<file path="config.mk">
export PLATFORM = sky130hd
export DESIGN_NAME = scsi_ini_front
export DESIGN_NICKNAME = d
export VERILOG_FILES = /design/src/rtl/scsi_front_pkg.sv /design/src/rtl/scsi_rst_sync.sv /design/src/rtl/scsi_addr_map.sv /design/src/rtl/scsi_cmd_dec.sv /design/src/rtl/scsi_reg_bank.sv /design/src/rtl/scsi_ini_front.sv
export SDC_FILE = /design/constraint.sdc
export NUM_CORES = 1
export LEC_CHECK = 0
export ABC_AREA = 1
export CORE_ASPECT_RATIO = 0.9
export CORE_MARGIN = 2
export CORE_UTILIZATION = 36
export CTS_BUF_LIST = sky130_fd_sc_hd__clkbuf_16
export CTS_CLUSTER_DIAMETER = 30
export DETAILED_ROUTE_END_ITERATION = 10
export PLACE_DENSITY_LB_ADDON = 0.05
export SETUP_SLACK_MARGIN = 0.02
export SYNTH_ARGS = -nofsm -noshare
export SYNTH_HDL_FRONTEND = slang
export SYNTH_SLANG_ARGS = --single-unit
</file>
<file path="constraint.sdc">
create_clock -name clk -period 14.3 [get_ports clk]
set_input_delay 2.86 -clock clk [delete_from_list [all_inputs] [get_ports clk]]
set_output_delay 2.86 -clock clk [all_outputs]
set_load 0.02 [all_outputs]
</file>
<file path="src/rtl/scsi_front_pkg.sv">
package scsi_front_pkg;
  localparam int REGS  = 16;
  localparam int OFS_W = 4;

  localparam int L_CNT0  = 0;
  localparam int L_CNT1  = 1;
  localparam int L_CMD   = 3;
  localparam int L_STAT  = 4;
  localparam int L_CAUSE = 5;
  localparam int L_STEP  = 6;
  localparam int L_FLAGS = 7;
  localparam int L_CONF  = 8;
  localparam int L_CHIP  = 14;

  localparam logic [7:0] CAUSE_FDONE = 8'h08;
  localparam logic [7:0] CAUSE_BSERV = 8'h10;
  localparam logic [7:0] CAUSE_DISC  = 8'h20;
  localparam logic [7:0] CAUSE_BRST  = 8'h80;
  localparam logic [7:0] STEP_CMDOK  = 8'h04;
  localparam logic [7:0] CONF_RST    = 8'h07;
  localparam logic [7:0] CHIP_CODE   = 8'h04;

  typedef enum logic [3:0] {
    OP_NOP, OP_FLUSH, OP_CHIPRST, OP_BUSRST, OP_XFER, OP_ICC,
    OP_MSGOK, OP_ATN, OP_SELA, OP_SELAS, OP_ENSEL, OP_BAD
  } op_e;

  typedef enum logic [2:0] {
    WK_COUNT, WK_FIFO, WK_CMD, WK_WONLY, WK_MIRROR
  } wkind_e;
endpackage

</file>
<file path="src/rtl/scsi_rst_sync.sv">
module scsi_rst_sync (
  input  logic clk,
  input  logic rst_n,
  output logic rst_sync_n
);
  logic [1:0] sync_q;

  always_ff @(posedge clk or negedge rst_n) begin
    if (!rst_n) sync_q <= 2'b00;
    else        sync_q <= {sync_q[0], 1'b1};
  end

  assign rst_sync_n = sync_q[1];
endmodule

</file>
<file path="src/rtl/scsi_addr_map.sv">
module scsi_addr_map
  import scsi_front_pkg::*;
#(
  parameter int ADDR_W  = 8,
  parameter int SHIFT_W = 2
) (
  input  logic [ADDR_W-1:0]  addr,
  input  logic [SHIFT_W-1:0] shift_sel,
  output logic [OFS_W-1:0]   off,
  output wkind_e             wkind
);
  logic [ADDR_W-1:0] shifted;

  always_comb begin
    shifted = addr >> shift_sel;
    off     = shifted[OFS_W-1:0];
  end

  always_comb begin
    case (off)
      4'h0, 4'h1: wkind = WK_COUNT;
      4'h2:       wkind = WK_FIFO;
      4'h3:       wkind = WK_CMD;
      4'h8, 4'hB, 4'hC, 4'hD, 4'hE, 4'hF: wkind = WK_MIRROR;
      default:    wkind = WK_WONLY;
    endcase
  end
endmodule

</file>
<file path="src/rtl/scsi_cmd_dec.sv">
module scsi_cmd_dec
  import scsi_front_pkg::*;
(
  input  logic [7:0] cmd_byte,
  output op_e        op,
  output logic       dma_bit
);
  always_comb begin
    dma_bit = cmd_byte[7];
    case (cmd_byte[6:0])
      7'h00:   op = OP_NOP;
      7'h01:   op = OP_FLUSH;
      7'h02:   op = OP_CHIPRST;
      7'h03:   op = OP_BUSRST;
      7'h10:   op = OP_XFER;
      7'h11:   op = OP_ICC;
      7'h12:   op = OP_MSGOK;
      7'h1A:   op = OP_ATN;
      7'h42:   op = OP_SELA;
      7'h43:   op = OP_SELAS;
      7'h44:   op = OP_ENSEL;
      default: op = OP_BAD;
    endcase
  end
endmodule

</file>
<file path="src/rtl/scsi_reg_bank.sv">
module scsi_reg_bank
  import scsi_front_pkg::*;
#(
  parameter int NUM_TGT = 8
) (
  input  logic               clk,
  input  logic               rst_n,
  input  logic [OFS_W-1:0]   off,
  input  wkind_e             wkind,
  input  logic               wr_en,
  input  logic               rd_en,
  input  logic [7:0]         wr_data,
  input  op_e                op,
  input  logic               dma_bit,
  input  logic [NUM_TGT-1:0] tgt_present,
  input  logic               xfer_done,
  output logic [7:0]         rd_data,
  output logic               irq,
  output logic               cmd_err,
  output logic               xfer_start,
  output logic               xfer_dma
);
  localparam int TGT_W = (NUM_TGT > 1) ? $clog2(NUM_TGT) : 1;

  logic [7:0] rreg_q [REGS];
  logic [7:0] rreg_d [REGS];
  logic [7:0] wreg_q [REGS];
  logic [7:0] wreg_d [REGS];
  logic       err_q, err_d, start_q, start_d, dma_q, dma_d;
  logic       is_cmd, rd_ack, raise, chip_rst, tgt_ok;
  logic [TGT_W-1:0] tgt_id;

  assign is_cmd = wr_en && (wkind == WK_CMD);
  assign rd_ack = rd_en && (off == OFS_W'(L_CAUSE));
  assign tgt_id = wreg_q[L_STAT][TGT_W-1:0];
  assign tgt_ok = (int'(tgt_id) < NUM_TGT) && tgt_present[tgt_id];

  always_comb begin
    for (int i = 0; i < REGS; i++) begin
      rreg_d[i] = rreg_q[i];
      wreg_d[i] = wreg_q[i];
    end
    err_d    = 1'b0;
    start_d  = 1'b0;
    dma_d    = dma_q;
    raise    = 1'b0;
    chip_rst = 1'b0;

    if (rd_ack) rreg_d[L_STAT][7:5] = 3'b000;

    if (xfer_done) begin
      rreg_d[L_STAT][4] = 1'b1;
      rreg_d[L_CAUSE]   = CAUSE_BSERV;
      rreg_d[L_STEP]    = 8'h00;
      rreg_d[L_FLAGS]   = 8'h00;
      rreg_d[L_CNT0]    = 8'h00;
      rreg_d[L_CNT1]    = 8'h00;
      raise             = 1'b1;
    end

    if (wr_en) begin
      wreg_d[off] = wr_data;
      case (wkind)
        WK_COUNT:  rreg_d[L_STAT][4] = 1'b0;
        WK_MIRROR: rreg_d[off] = wr_data;
        default: ;
      endcase
    end

    if (is_cmd) begin
      rreg_d[L_CMD] = wr_data;
      dma_d         = dma_bit;
      if (dma_bit) begin
        rreg_d[L_CNT0] = wreg_q[L_CNT0];
        rreg_d[L_CNT1] = wreg_q[L_CNT1];
      end
      case (op)
        OP_FLUSH: begin
          rreg_d[L_CAUSE] = CAUSE_FDONE;
          rreg_d[L_STEP]  = 8'h00;
          rreg_d[L_FLAGS] = 8'h00;
        end
        OP_CHIPRST: chip_rst = 1'b1;
        OP_BUSRST: begin
          rreg_d[L_CAUSE] = CAUSE_BRST;
          if (!wreg_q[L_CONF][6]) raise = 1'b1;
        end
        OP_XFER: begin
          rreg_d[L_STAT][4] = 1'b0;
          start_d           = 1'b1;
        end
        OP_ICC: begin
          rreg_d[L_STAT][2:0] = 3'b111;
          rreg_d[L_FLAGS]     = 8'h02;
          rreg_d[L_CAUSE]     = CAUSE_FDONE;
          raise               = 1'b1;
        end
        OP_MSGOK: begin
          rreg_d[L_FLAGS] = 8'h02;
          rreg_d[L_CAUSE] = CAUSE_DISC;
          rreg_d[L_STEP]  = 8'h00;
          raise           = 1'b1;
        end
        OP_SELA, OP_SELAS: begin
          if (tgt_ok) begin
            rreg_d[L_STAT]  = (op == OP_SELAS) ? 8'h12 : 8'h10;
            rreg_d[L_CAUSE] = CAUSE_BSERV | CAUSE_FDONE;
            rreg_d[L_STEP]  = STEP_CMDOK;
          end else begin
            rreg_d[L_STAT]  = 8'h00;
            rreg_d[L_CAUSE] = CAUSE_DISC;
            rreg_d[L_STEP]  = 8'h00;
          end
          raise = 1'b1;
        end
        OP_ENSEL: rreg_d[L_CAUSE] = 8'h00;
        OP_BAD:   err_d = 1'b1;
        default: ;
      endcase
    end

    if (raise) rreg_d[L_STAT][7] = 1'b1;

    if (chip_rst) begin
      for (int i = 0; i < REGS; i++) begin
        rreg_d[i] = 8'h00;
        wreg_d[i] = 8'h00;
      end
      rreg_d[L_CONF] = CONF_RST;
      rreg_d[L_CHIP] = CHIP_CODE;
      dma_d          = 1'b0;
    end
  end

  always_ff @(posedge clk or negedge rst_n) begin
    if (!rst_n) begin
      for (int i = 0; i < REGS; i++) begin
        rreg_q[i] <= 8'h00;
        wreg_q[i] <= 8'h00;
      end
      rreg_q[L_CONF] <= CONF_RST;
      rreg_q[L_CHIP] <= CHIP_CODE;
      err_q   <= 1'b0;
      start_q <= 1'b0;
      dma_q   <= 1'b0;
    end else begin
      for (int i = 0; i < REGS; i++) begin
        rreg_q[i] <= rreg_d[i];
        wreg_q[i] <= wreg_d[i];
      end
      err_q   <= err_d;
      start_q <= start_d;
      dma_q   <= dma_d;
    end
  end

  assign rd_data    = rreg_q[off];
  assign irq        = rreg_q[L_STAT][7];
  assign cmd_err    = err_q;
  assign xfer_start = start_q;
  assign xfer_dma   = dma_q;

  a_r5_ack_drops_irq: assert property (@(posedge clk) disable iff (!rst_n)
    rd_ack && !wr_en && !xfer_done |=> !irq);

  a_r4_masked_bus_reset: assert property (@(posedge clk) disable iff (!rst_n)
    is_cmd && op == OP_BUSRST && wreg_q[L_CONF][6] && !irq && !xfer_done
    |=> !irq && rd_data == rd_data);

  a_r4_bus_reset_raises: assert property (@(posedge clk) disable iff (!rst_n)
    is_cmd && op == OP_BUSRST && !wreg_q[L_CONF][6] |=> irq);

  a_r6_absent_disconnect: assert property (@(posedge clk) disable iff (!rst_n)
    is_cmd && (op == OP_SELA || op == OP_SELAS) && !tgt_ok
    |=> irq && rreg_q[L_CAUSE] == CAUSE_DISC);

  a_r9_bad_opcode_pulse: assert property (@(posedge clk) disable iff (!rst_n)
    is_cmd && op == OP_BAD |=> cmd_err);

  a_r9_err_one_cycle: assert property (@(posedge clk) disable iff (!rst_n)
    cmd_err && !(is_cmd && op == OP_BAD) |=> !cmd_err);

  a_r10_start_pulse: assert property (@(posedge clk) disable iff (!rst_n)
    is_cmd && op == OP_XFER |=> xfer_start);

  a_r8_flush_no_raise: assert property (@(posedge clk) disable iff (!rst_n)
    is_cmd && (op == OP_FLUSH || op == OP_ENSEL) && !irq && !xfer_done |=> !irq);
endmodule

</file>
<file path="src/rtl/scsi_ini_front.sv">
module scsi_ini_front
  import scsi_front_pkg::*;
#(
  parameter int ADDR_W  = 8,
  parameter int SHIFT_W = 2,
  parameter int NUM_TGT = 8
) (
  input  logic               clk,
  input  logic               rst_n,
  input  logic [ADDR_W-1:0]  addr,
  input  logic [SHIFT_W-1:0] shift_sel,
  input  logic               wr_en,
  input  logic               rd_en,
  input  logic [7:0]         wr_data,
  output logic [7:0]         rd_data,
  input  logic [NUM_TGT-1:0] tgt_present,
  input  logic               xfer_done,
  output logic               irq,
  output logic               cmd_err,
  output logic               xfer_start,
  output logic               xfer_dma
);
  logic             rst_sync_n;
  logic [OFS_W-1:0] off;
  wkind_e           wkind;
  op_e              op;
  logic             dma_bit;

  scsi_rst_sync u_rst (
    .clk        (clk),
    .rst_n      (rst_n),
    .rst_sync_n (rst_sync_n)
  );

  scsi_addr_map #(.ADDR_W(ADDR_W), .SHIFT_W(SHIFT_W)) u_map (
    .addr      (addr),
    .shift_sel (shift_sel),
    .off       (off),
    .wkind     (wkind)
  );

  scsi_cmd_dec u_dec (
    .cmd_byte (wr_data),
    .op       (op),
    .dma_bit  (dma_bit)
  );

  scsi_reg_bank #(.NUM_TGT(NUM_TGT)) u_bank (
    .clk         (clk),
    .rst_n       (rst_sync_n),
    .off         (off),
    .wkind       (wkind),
    .wr_en       (wr_en),
    .rd_en       (rd_en),
    .wr_data     (wr_data),
    .op          (op),
    .dma_bit     (dma_bit),
    .tgt_present (tgt_present),
    .xfer_done   (xfer_done),
    .rd_data     (rd_data),
    .irq         (irq),
    .cmd_err     (cmd_err),
    .xfer_start  (xfer_start),
    .xfer_dma    (xfer_dma)
  );
endmodule

</file>
* Word level (Yosys, flattened, before mapping)
Memory sizes are Yosys's and may differ from the RTL's.
Index checks and enable logic that the tools add are counted.
** Storage, ports and cells
- Bits in registers :: 261
- Memory bits (read-only) :: 48
- Input port bits :: 31
- Output and inout port bits :: 12
- Logic and storage cells :: 128
- Memories :: 1
** Memories
- (no name shown) :: words 16, width 3, read ports 1, clocked after memory_dff 0, write ports 0, RTL line scsi_addr_map.sv:20 : case (off)
** Operators by class
- $lt $le $gt $ge :: 3
- Eq/ne operators :: 23
- Shifts and indexed selects :: 1
- Muxes and demuxes :: 46
- Bitwise operators :: 1
- Reduce and logical (&&, ||, !) cells :: 17
** Operators by type and width (number)
- $mux W128 :: 4
- $bwmux W128 :: 2
- $mux W92 :: 1
- $mux W16 :: 3
- $mux W24 :: 2
- $pmux W4 S11 :: 1
- $mux W40 :: 1
- $pmux W8 S5 :: 1
- $mux W35 :: 1
- $bmux W8 S4 :: 1
- $demux W8 S4 :: 1
- $pmux W8 S2 :: 2
- $eq A7 B5 Y1 const B :: 4
- $mux W8 :: 3
- $eq A7 B7 Y1 const B :: 3
- $eq A4 B3 Y1 const B :: 4
- $eq A4 B4 Y1 const B :: 4
- $mux W1 :: 15
- $eq A7 B2 Y1 const B :: 2
- $eq A4 B2 Y1 const B :: 2
- $reduce_or A2 Y1 :: 4
- $shr A8 B2 Y4 :: 1
- $eq A7 B1 Y1 const B :: 1
- $logic_not A7 Y1 :: 1
- other kinds (18) :: 27

* Depth between registers and ports, before layout
Gate-level depths: netlist of run 1.
- Depth after elaboration :: 13
- Depth in mapped cells :: 17
- Mapped depth without buffers :: 15

* By module
A second synthesis of run 1 with hierarchy kept.
** Unflattened totals
- Cell total of the unflattened synthesis :: 993
- Area total of the unflattened synthesis :: 8027.7 µm²
** By module, submodules not included
- scsi_reg_bank :: instances 1, cells each 908, area an instance 7541.0 µm², sequential area each 3783.6 µm²
- scsi_addr_map :: instances 1, cells each 46, area an instance 242.7 µm², sequential area each 0.0 µm²
- scsi_cmd_dec :: instances 1, cells each 36, area an instance 190.2 µm², sequential area each 0.0 µm²
- scsi_rst_sync :: instances 1, cells each 3, area an instance 53.8 µm², sequential area each 50.0 µm²

* Least setup slack after synthesis of run 1
No wires, ideal clock.
- Path kind :: in2out
- From :: in shift_sel[0]
- To :: out rd_data[3]
- Arrival :: 4.157 ns
- Data required time :: 11.440 ns
- Path slack :: 7.283 ns
- Cell stages on the path :: 10
- Buffers on the path :: 2
- Cell sequence :: buf_4 o21ai_0 nand2_1 nand2_1 clkinv_1 clkbuf_1 o211ai_1 nand2_1 nand2_1 nand4_1
** On the way
- Longest elaborated chain between the ends :: 5
** Ends and longest elaborated chain
- start: declaration :: RTL line scsi_ini_front.sv:11 : input logic [SHIFT_W-1:0] shift_sel,
- $shr A8 B2 Y4 :: RTL line scsi_addr_map.sv:15 : shifted = addr >> shift_sel;
- $not A4 Y5 (not written as such) :: RTL line scsi_reg_bank.sv:157 : assign rd_data = rreg_q[off];
- $bmux W8 S4 :: RTL line scsi_reg_bank.sv:157
- $mux W8 (not written as such) (2 in a row) :: RTL line scsi_reg_bank.sv:157
- end: declaration :: RTL line scsi_ini_front.sv:15 : output logic [7:0] rd_data,
Every way passes these cells. The select of a mux whose other input is x is not followed.

* Worst setup path after layout of run 1
- From :: in shift_sel[0]
- To :: out rd_data[2]
The elaborated chain is that of the path after synthesis.

==> metrics list, run 1 <==
- The worst setup path is of the input pin to output port kind.
- Area enclosed by the die boundary: roughly 24000 um^2
- Leakage power summed over all cells: approximately 5 nW
* Buffer depth of the longest clock path: 2
* I/O Pins: 43
- Syn_area_per_cell: between 7 and 8 um^2
- For this configuration, the core starts out at a cell density of between 30% and 40%.
- Area of the mapped netlist: about 8300 um^2
* Post-synth EDFFs: 0
- The via count of the first global-routing pass is ~7200.
- The detailed router used layers up to and including met4.
- The post-route netlist has approximately 7.3% of its cells at a drive strength greater than 1.
- Number of cells produced by synthesis: 1159
- Area share of fa/ha/maj cells after synthesis: less than 1%
* Slew HR: 32.7%
- Summing the areas of all and, or, nand and nor instances in the mapped netlist gives approximately a third of the synthesized area.
- At the end of routability-driven placement, the weighted congestion stood at slightly below 0.9.
- Unrepaired setup endpoints after global routing: false
- Detailed Place HPWL: around 16000 um
- After synthesis, the largest area contributor takes up 44.9% of total cell area.
- Worst flop-to-flop path startpoint: u_rst.sync_q[1]
* Period Utilization, post-route: 66.5%
- Final #Nets: approximately 1200
- Max-Cap Viols: 0
- The tree built by TritonCTS fans out to between 150 and 200 sinks.
- Proportion of register bits with asynchronous set or reset after synthesis: 100%
* Final hold violation count: 0
* Max Clk Rate: around 0.11 GHz
- Ordered list of cells on the worst path: clkdlybuf4s50_1 > nand2_1 > nand2_1 > nand2_1 > nand2_1 > buf_4 > clkinv_1 > nand2_1 > nand2_1 > nand2_1 > nand4_1 > clkdlybuf4s50_1
- Setup violations remaining at the end of the flow were counted as 0.
- WL final: about 25000 um
- For the worst setup path, the data required time is ~11000 ps.
* Total Neg Setup Slack: 0 ps
* Average wire length per cell after detail routing: ~17 um
- From left edge to right edge, the die measures around 160 um.
- After detailed routing, the met2 layer carries 11300 um of wire.
- Slowest stage cell, crit path: clkinv_1
- The clock reaches the later pin of the worst-skew pair after 440 ps.
- Layout-stage area growth over the synthesis result: 14.0%
- Clock Skews: approximately 21 ps
* Arrival time of data at the critical path endpoint: roughly 6700 ps
- Post CTS Setup Buffer Count: 0
* Sequential cell area fraction in the yosys report: between 40% and 50%
- In the routed layout, each cell is associated on average with a via count of slightly below 5.
- The first global-routing pass estimated 40600 um of wire.
- STA classifies the critical path endpoint as an output port.
- First-pass iteration count of the detailed router: 5
- Subtracting the final worst setup slack from the clock period gives around 9500 ps.
- After Yosys synthesis, XOR and XNOR cells account for 0% of the synthesized area.
- The initial antenna violation count is 0.
* Clock transition at the registers of the reported paths: approximately 80 ps
* Crit-path most repeated cell: nand2_1
- Syn_nets: ~1200
- After global routing the overflow that remains totals 0.
- Crit path max fanout: 43
- After synthesis, the largest family of logic cells by area is simple AND/OR/NAND/NOR gates.
- After floorplanning, the core was divided into 52 placement rows.
- Compound-Gate Fraction of Synth Area: 8.25%
* Number of DRC markers after the initial detailed-route iteration: roughly 450
* Result of the run: finished clean
- CP Launch Point: shift_sel[0]
* Syn. warnings: 0
- Startpoint class of the critical path: input pin
- Once routing completed, OpenROAD measured the worst setup slack at between 4000 and 5000 ps.
- Gr usage total: a little over a fifth
* Vias after detailed routing: 7276
- After detailed routing, the number of remaining DRC violations is 0.
- For the pin with the worst max-slew slack, the measured transition is around 1000 ps.
- Ranked by instance count, the synthesized netlist is headed by nand2_1, dfrtp_1, inv_1.
- Most instantiated library cell after synthesis: nand2_1
* TritonCTS clock tree: yes
- Largest stage delay on the critical path: 980 ps
- Gates resized during post-CTS repair numbered 0.
- Summed over all nets, wire length on met3 after detailed routing comes to 999 um.
- The number of hold buffers added after CTS was 0.
- For this block, wires on met1 add up to about 13000 um.
- The most used flip-flop cell after synthesis is dfrtp_1.
- Placement-stage worst setup slack: around 4800 ps
- IR analysis of the VDD net gives a maximum drop of 0.0000682 V.
- In this run, synthesis produced a sequential element count of approximately 150.
* Total clock buffers created by CTS: 17
* Clock H-tree levels: 4
- The total count of max-transition violations in the final report was 0.
- Count of input and output buffers: just over 40
* Tightest Hold Check Type: flop to async pin
* Die boundary height: ~150 um
- The largest total area in the synthesized netlist belongs to dfrtp_1.
- Root buffer selected by CTS: clkbuf_16
* Core area: about 23000 um^2
* Power density of the placed cells: between 100 and 150 nW/um^2
- Synthesis instantiated 33 different standard cells from the library.
- 0 antenna diodes ended up in the layout.
- Entering global routing, the biggest net connects 75 pins.
* Area contributors post-synth: dfrtp_1, nand2_1, nand3_1, inv_1, nor2_1
- Multiplexer fraction of the synthesized cell area: 0%
* Number of nets with antenna violations after routing: 0
==> final cells by class <==
| type | count | area (um^2) |
|---|---|---|
| Clock buffer | 17 | 425 |
| Tap cell | 297 | 372 |
| Timing Repair Buffer | 48 | 463 |
| Fill cell | 2409 | 13100 |
| Sequential cell | 153 | 3840 |
| Inverter | 145 | 547 |
| Multi-Input combinational cell | 808 | 3650 |
| Clock inverter | 15 | 178 |
==> flip-flops by register name, indices dropped and copies added, names as in the netlist <==
| name | cells |
|---|---|
| u_bank.wreg_q | 17 |
| u_bank.cmd_err | 1 |
| u_bank.xfer_dma | 1 |
| u_bank.tgt_id | 3 |
| u_rst.sync_q | 2 |
| u_bank.irq | 1 |
| u_bank.xfer_start | 1 |
| u_bank.rreg_q | 127 |
==> routing by layer <==
| layer | track usage, % | up-vias |
|---|---|---|
| li1 | - | 3669 |
| met1 | 32.1 | 3476 |
| met2 | 34.1 | 120 |
| met3 | 3.74 | 11 |
| met4 | 3.68 | 0 |
| met5 | 0 | - |
==> metrics by stage <==
step / total power [mW] / hold WS [ps] / cell area [um^2] / utilization [%] / std cells
after detailed placement: 0.833 / 335 / 8870 / 39.3 / 1451
after floorplan: 0.752 / 331 / 8310 / - / 1159
after global placement: 0.829 / 331 / 8870 / 39.3 / 1451
after CTS: 1.30 / 354 / 9470 / 42.0 / 1483
final: 1.28 / 347 / 9470 / 42.0 / 1483
after global routing: 1.37 / 377 / 9470 / 42.0 / 1483
==> worst max-delay path, delay by kind of cell <==
family,cells,cell delay [ps]
buffers and inverters,4,2710
AND/OR/NAND/NOR,8,1080
==> cell families (layout without fill, tap and decap cells) <==
logic type	after synthesis	in the layout
AOI/OAI and AO/OA	119	119
adders and majority gates	4	4
buffers and inverters	198	225
DFF	153	153
other	1	1
and+or+nand+nor	684	684
==> worst paths after layout <==
check	end	slack, ps	depth (start not counted)
setup / recovery	rd_data[2]	4790	12
hold / removal	u_bank.wreg_q[123]	350	0
setup reg to reg	u_bank.rreg_q[26]	12020	2
hold reg to reg	u_bank.wreg_q[123]	350	0
max in group asynchronous	u_rst.sync_q[1]	11600	1
min in group clk	u_rst.sync_q[1]	350	0
==> report_power, final <==
part | internal, mW | total, mW | switching, mW | leakage [nW]
registers | 0.521 | 0.569 | 0.0480 | 1.96
logic | 0.0961 | 0.255 | 0.158 | 2.64
clock network | 0.236 | 0.461 | 0.225 | 0.290
total | 0.853 | 1.28 | 0.431 | 4.89
==> cells in the final DEF (no fill, tap or decap), drive strengths merged, types with 11 or more instances in the layout <==
| cell type | synthesis | routed |
|---|---|---|
| clkbuf | 17 | 17 |
| dfrtp | 149 | 149 |
| clkinv | 4 | 11 |
| o21ai | 58 | 58 |
| nor2 | 82 | 82 |
| a21oi | 28 | 28 |
| nand2 | 437 | 437 |
| nor3 | 17 | 17 |
| inv | 141 | 148 |
| o211ai | 25 | 25 |
| nand3 | 131 | 131 |
| clkdlybuf4s50 | 0 | 41 |
Note: power is estimated with default switching activity, not from simulation.
==> run 2: changes to the inputs <==
- clock period: 14.3 -> 8.6 ns (I/O delays scaled with it)
==> run 2 against run 1 <==
Combinational power up 68%. Non-clock buffer count up 1. Die area unchanged. First-iteration DRC count up 15%. Flip-flop and latch count unchanged. Routed wire length up 0.59%. Highest routed layer unchanged. Sequential power up 66%. Final area up 0.22%. Worst setup slack worse by 2800 ps. Via count up 0.55%. Clock-buffer cell count unchanged.
==> metrics list, run 2 (same netlist as run 1, synthesis figures left out) <==
- Result of the run: finished clean (unchanged)
* Clock transition at the registers of the reported paths: 80 ps (about the same)
* Fraction of final layout cells with drive strength greater than 1: 7.33% (was 7.25%)
- The capturing element type of the critical path is an output port (unchanged).
- The routed wire length was 25400 um (was 25200 um).
- Area enclosed by the die boundary: 24300 um^2 (unchanged)
- The most frequent standard cell in the layout excluding fill and tap cells is nand2_1 (unchanged).
- Capture instance of the worst register-to-register path: u_bank.rreg_q[2] (was u_bank.rreg_q[26])
- The number of buffers inserted by port buffering came to 41 (unchanged).
* Final-layout fill cell count: 2388 (was 2409)
* Largest register by flop count: u_bank.rreg_q (unchanged)
* Clock Skews: 11.4 ps (was 20.9 ps)
* Logic depth of the worst register-to-register path: 1 (was 2)
- Gr usage total: 22.0% (was 21.8%)
* Leakage power summed over all cells: 4.91 nW (was 4.89 nW)
* Initial Util: 36.8% (unchanged)
* Worst reg-to-reg setup slack: 7060 ps (was 12020 ps)
* Clock net sink count: 153 (unchanged)
- Wire length of the first global-routing pass: 40700 um (was 40600 um)
- Crit path max fanout: 81 (was 43)
* Clock insertion delay at the later pin of the skew report: 440 ps (about the same)
- Core area: 22600 um^2 (unchanged)
- Placement-stage worst setup slack: 1950 ps (was 4790 ps)
- The type of the worst setup path is input pin to output port (unchanged).
- The final HPWL from detailed placement came to 16500 um (was 16300 um).
- Final setup slack of the worst path: 1940 ps (was 4790 ps)
- The wire length on met2 is 11200 um (was 11300 um).
- The worst path in the final design needs a cycle of 6660 ps, including I/O delays and setup.
* Hold buffer count at cts: 0 (unchanged)
- The element type at the critical path start is an input pin (unchanged).
- The global placement routability congestion is 0.860 (was 0.870).
- Pins over their slew limit: 0 (unchanged)
* Routed met1 length: 12500 um (was 12800 um)
- Most frequent cells in the layout: nand2_1, dfrtp_1, inv_1 (unchanged)
- TritonCTS clock tree: yes (unchanged)
* Length of routed met3 wiring: 1230 um (was 999 um)
- Arrival time of data at the critical path endpoint: 4940 ps (was 6650 ps)
- Layout-stage area growth over the synthesis result: 14.3% (was 14.0%)
* Die boundary height: 148 um (unchanged)
- Max-Cap Viols: 0 (unchanged)
* Die Wd: 164 um (unchanged)
- The antenna diode count was 0 (unchanged).
- The via count came to 7316 (was 7276).
- The number of design-rule violations left by the first detailed-router iteration was 514 (was 446).
* Global-route congestion overflow total: 0 (unchanged)
* Worst slew pin tran: 964 ps (was 1000 ps)
* Final #Nets: 1209 (was 1208)
- Clock H-tree levels: 4 (unchanged)
- The number of hold-slack violations in the final timing report is 0 (unchanged).
- CP Launch Point: shift_sel[0] (unchanged)
* End point of the critical path: rd_data[6] (was rd_data[2])
- Average wire length per cell after detail routing: 17.1 um (was 17.0 um)
- The number of buffers created by CTS was 17 (unchanged).
* Power density of the placed cells: 227 nW/um^2 (was 136 nW/um^2)
- The first-pass iteration count of the detailed router is 5 (unchanged).
- Placed instance area: 8880 um^2 (was 8870 um^2)
- The maximum number of pins on one net before global-route repair was 82 (was 75).
* Final setup viols: 0 (unchanged)
- Antenna violations before repair: 0 (unchanged)
- The I/O pin total is 43 (unchanged).
* Max Clk Rate: ~0.15 GHz
- The final instance area is 9490 um^2 (was 9470 um^2).
* Slew HR: 35.8% (was 32.7%)
- The clock root buffer is clkbuf_16 (unchanged).
* Total DRC errors in the routed layout: 0 (unchanged)
- Required time at the endpoint of the critical path: 6880 ps (was 11440 ps)
- Unrepaired setup endpoints after global routing: false (unchanged).
* Number of nets with antenna violations after routing: 0 (unchanged)
* Max reg flops: 127 (unchanged)
- Post CTS Setup Buffer Count: 0 (unchanged)
* Period Utilization, post-route: around 77%
* Max rail drop VDD: 0.000118 V (was 0.0000682 V)
* Vias in the first global route: 7098 (was 7167)
- The topmost layer with routed signal wires was met4 (unchanged).
* Tightest Hold Check Type: flop to async pin (unchanged)
- Total Neg Setup Slack: 0 ps (unchanged)
- The number of cell rows is 52 (unchanged).
* Worst flop-to-flop path startpoint: u_rst.sync_q[1] (unchanged)
* Buffer depth of the longest clock path: 2 (unchanged)
* Via density per instance: 4.93 (was 4.91)
* Cts repair resizes: 0 (unchanged)
-- run 2: worst min path at each step --
| stage | startpoint | endpoint | slack [ps] | depth (start not counted) |
|---|---|---|---|---|
| 6_report | u_rst.sync_q[1] | u_bank.rreg_q[123] | 240 | 0 |
| 5_1_grt | u_rst.sync_q[1] | u_bank.rreg_q[123] | 270 | 0 |
| 4_1_cts | u_rst.sync_q[1] | u_bank.rreg_q[123] | 260 | 0 |
| 3_5_place_dp | u_rst.sync_q[1] | u_bank.rreg_q[123] | 250 | 0 |
| 3_3_place_gp | u_rst.sync_q[1] | u_bank.rreg_q[123] | 260 | 0 |
| 2_1_floorplan | u_rst.sync_q[0] | u_rst.sync_q[1] | 330 | 0 |
-- run 2: layout make-up --
| cell class | count | area [um^2] | share of cell area [%] |
|---|---|---|---|
| multi-input combinational | 808 | 3650 | 38.4 |
| clock inverter | 15 | 191 | 2.02 |
| tap | 297 | 372 | 3.91 |
| timing repair buffer | 49 | 470 | 4.96 |
| clock buffer | 17 | 425 | 4.48 |
| inverter | 145 | 547 | 5.76 |
| sequential | 153 | 3840 | 40.4 |
-- run 2: worst max-delay path: stages --
cell             delay, ps
clkdlybuf4s50_1        650
inv_4                   70
nand2_1                 80
nand3_1                110
nand2_4                240
buf_4                  710
nand2_1                140
o211ai_1               140
nand2_1                100
nand2_1                140
nand4_1                170
clkdlybuf4s50_1        580
-- run 2: metal layers --
layer / vias to the layer above / global-route usage, %
met4: 0 / 5.66
met3: 19 / 4.16
met1: 3496 / 32.7
li1: 3663 / -
met2: 138 / 32.8
met5: - / 0
-- run 2: stage by stage --
stage	total power, mW	instances	hold WS, ps	util, %
CTS	2.18	1484	264	42.0
global placement	1.38	1452	255	39.3
global route	2.29	1484	274	42.0
detailed placement	1.39	1452	255	39.3
floorplan	1.25	1159	331	-
finish	2.15	1484	239	42.0
-- run 2: where the power goes --
part | internal (mW) | total, mW | switching (mW) | leakage (nW)
Clock | 0.398 | 0.779 | 0.381 | 0.299
Sequential | 0.866 | 0.944 | 0.0784 | 1.96
Combinational | 0.160 | 0.429 | 0.268 | 2.65
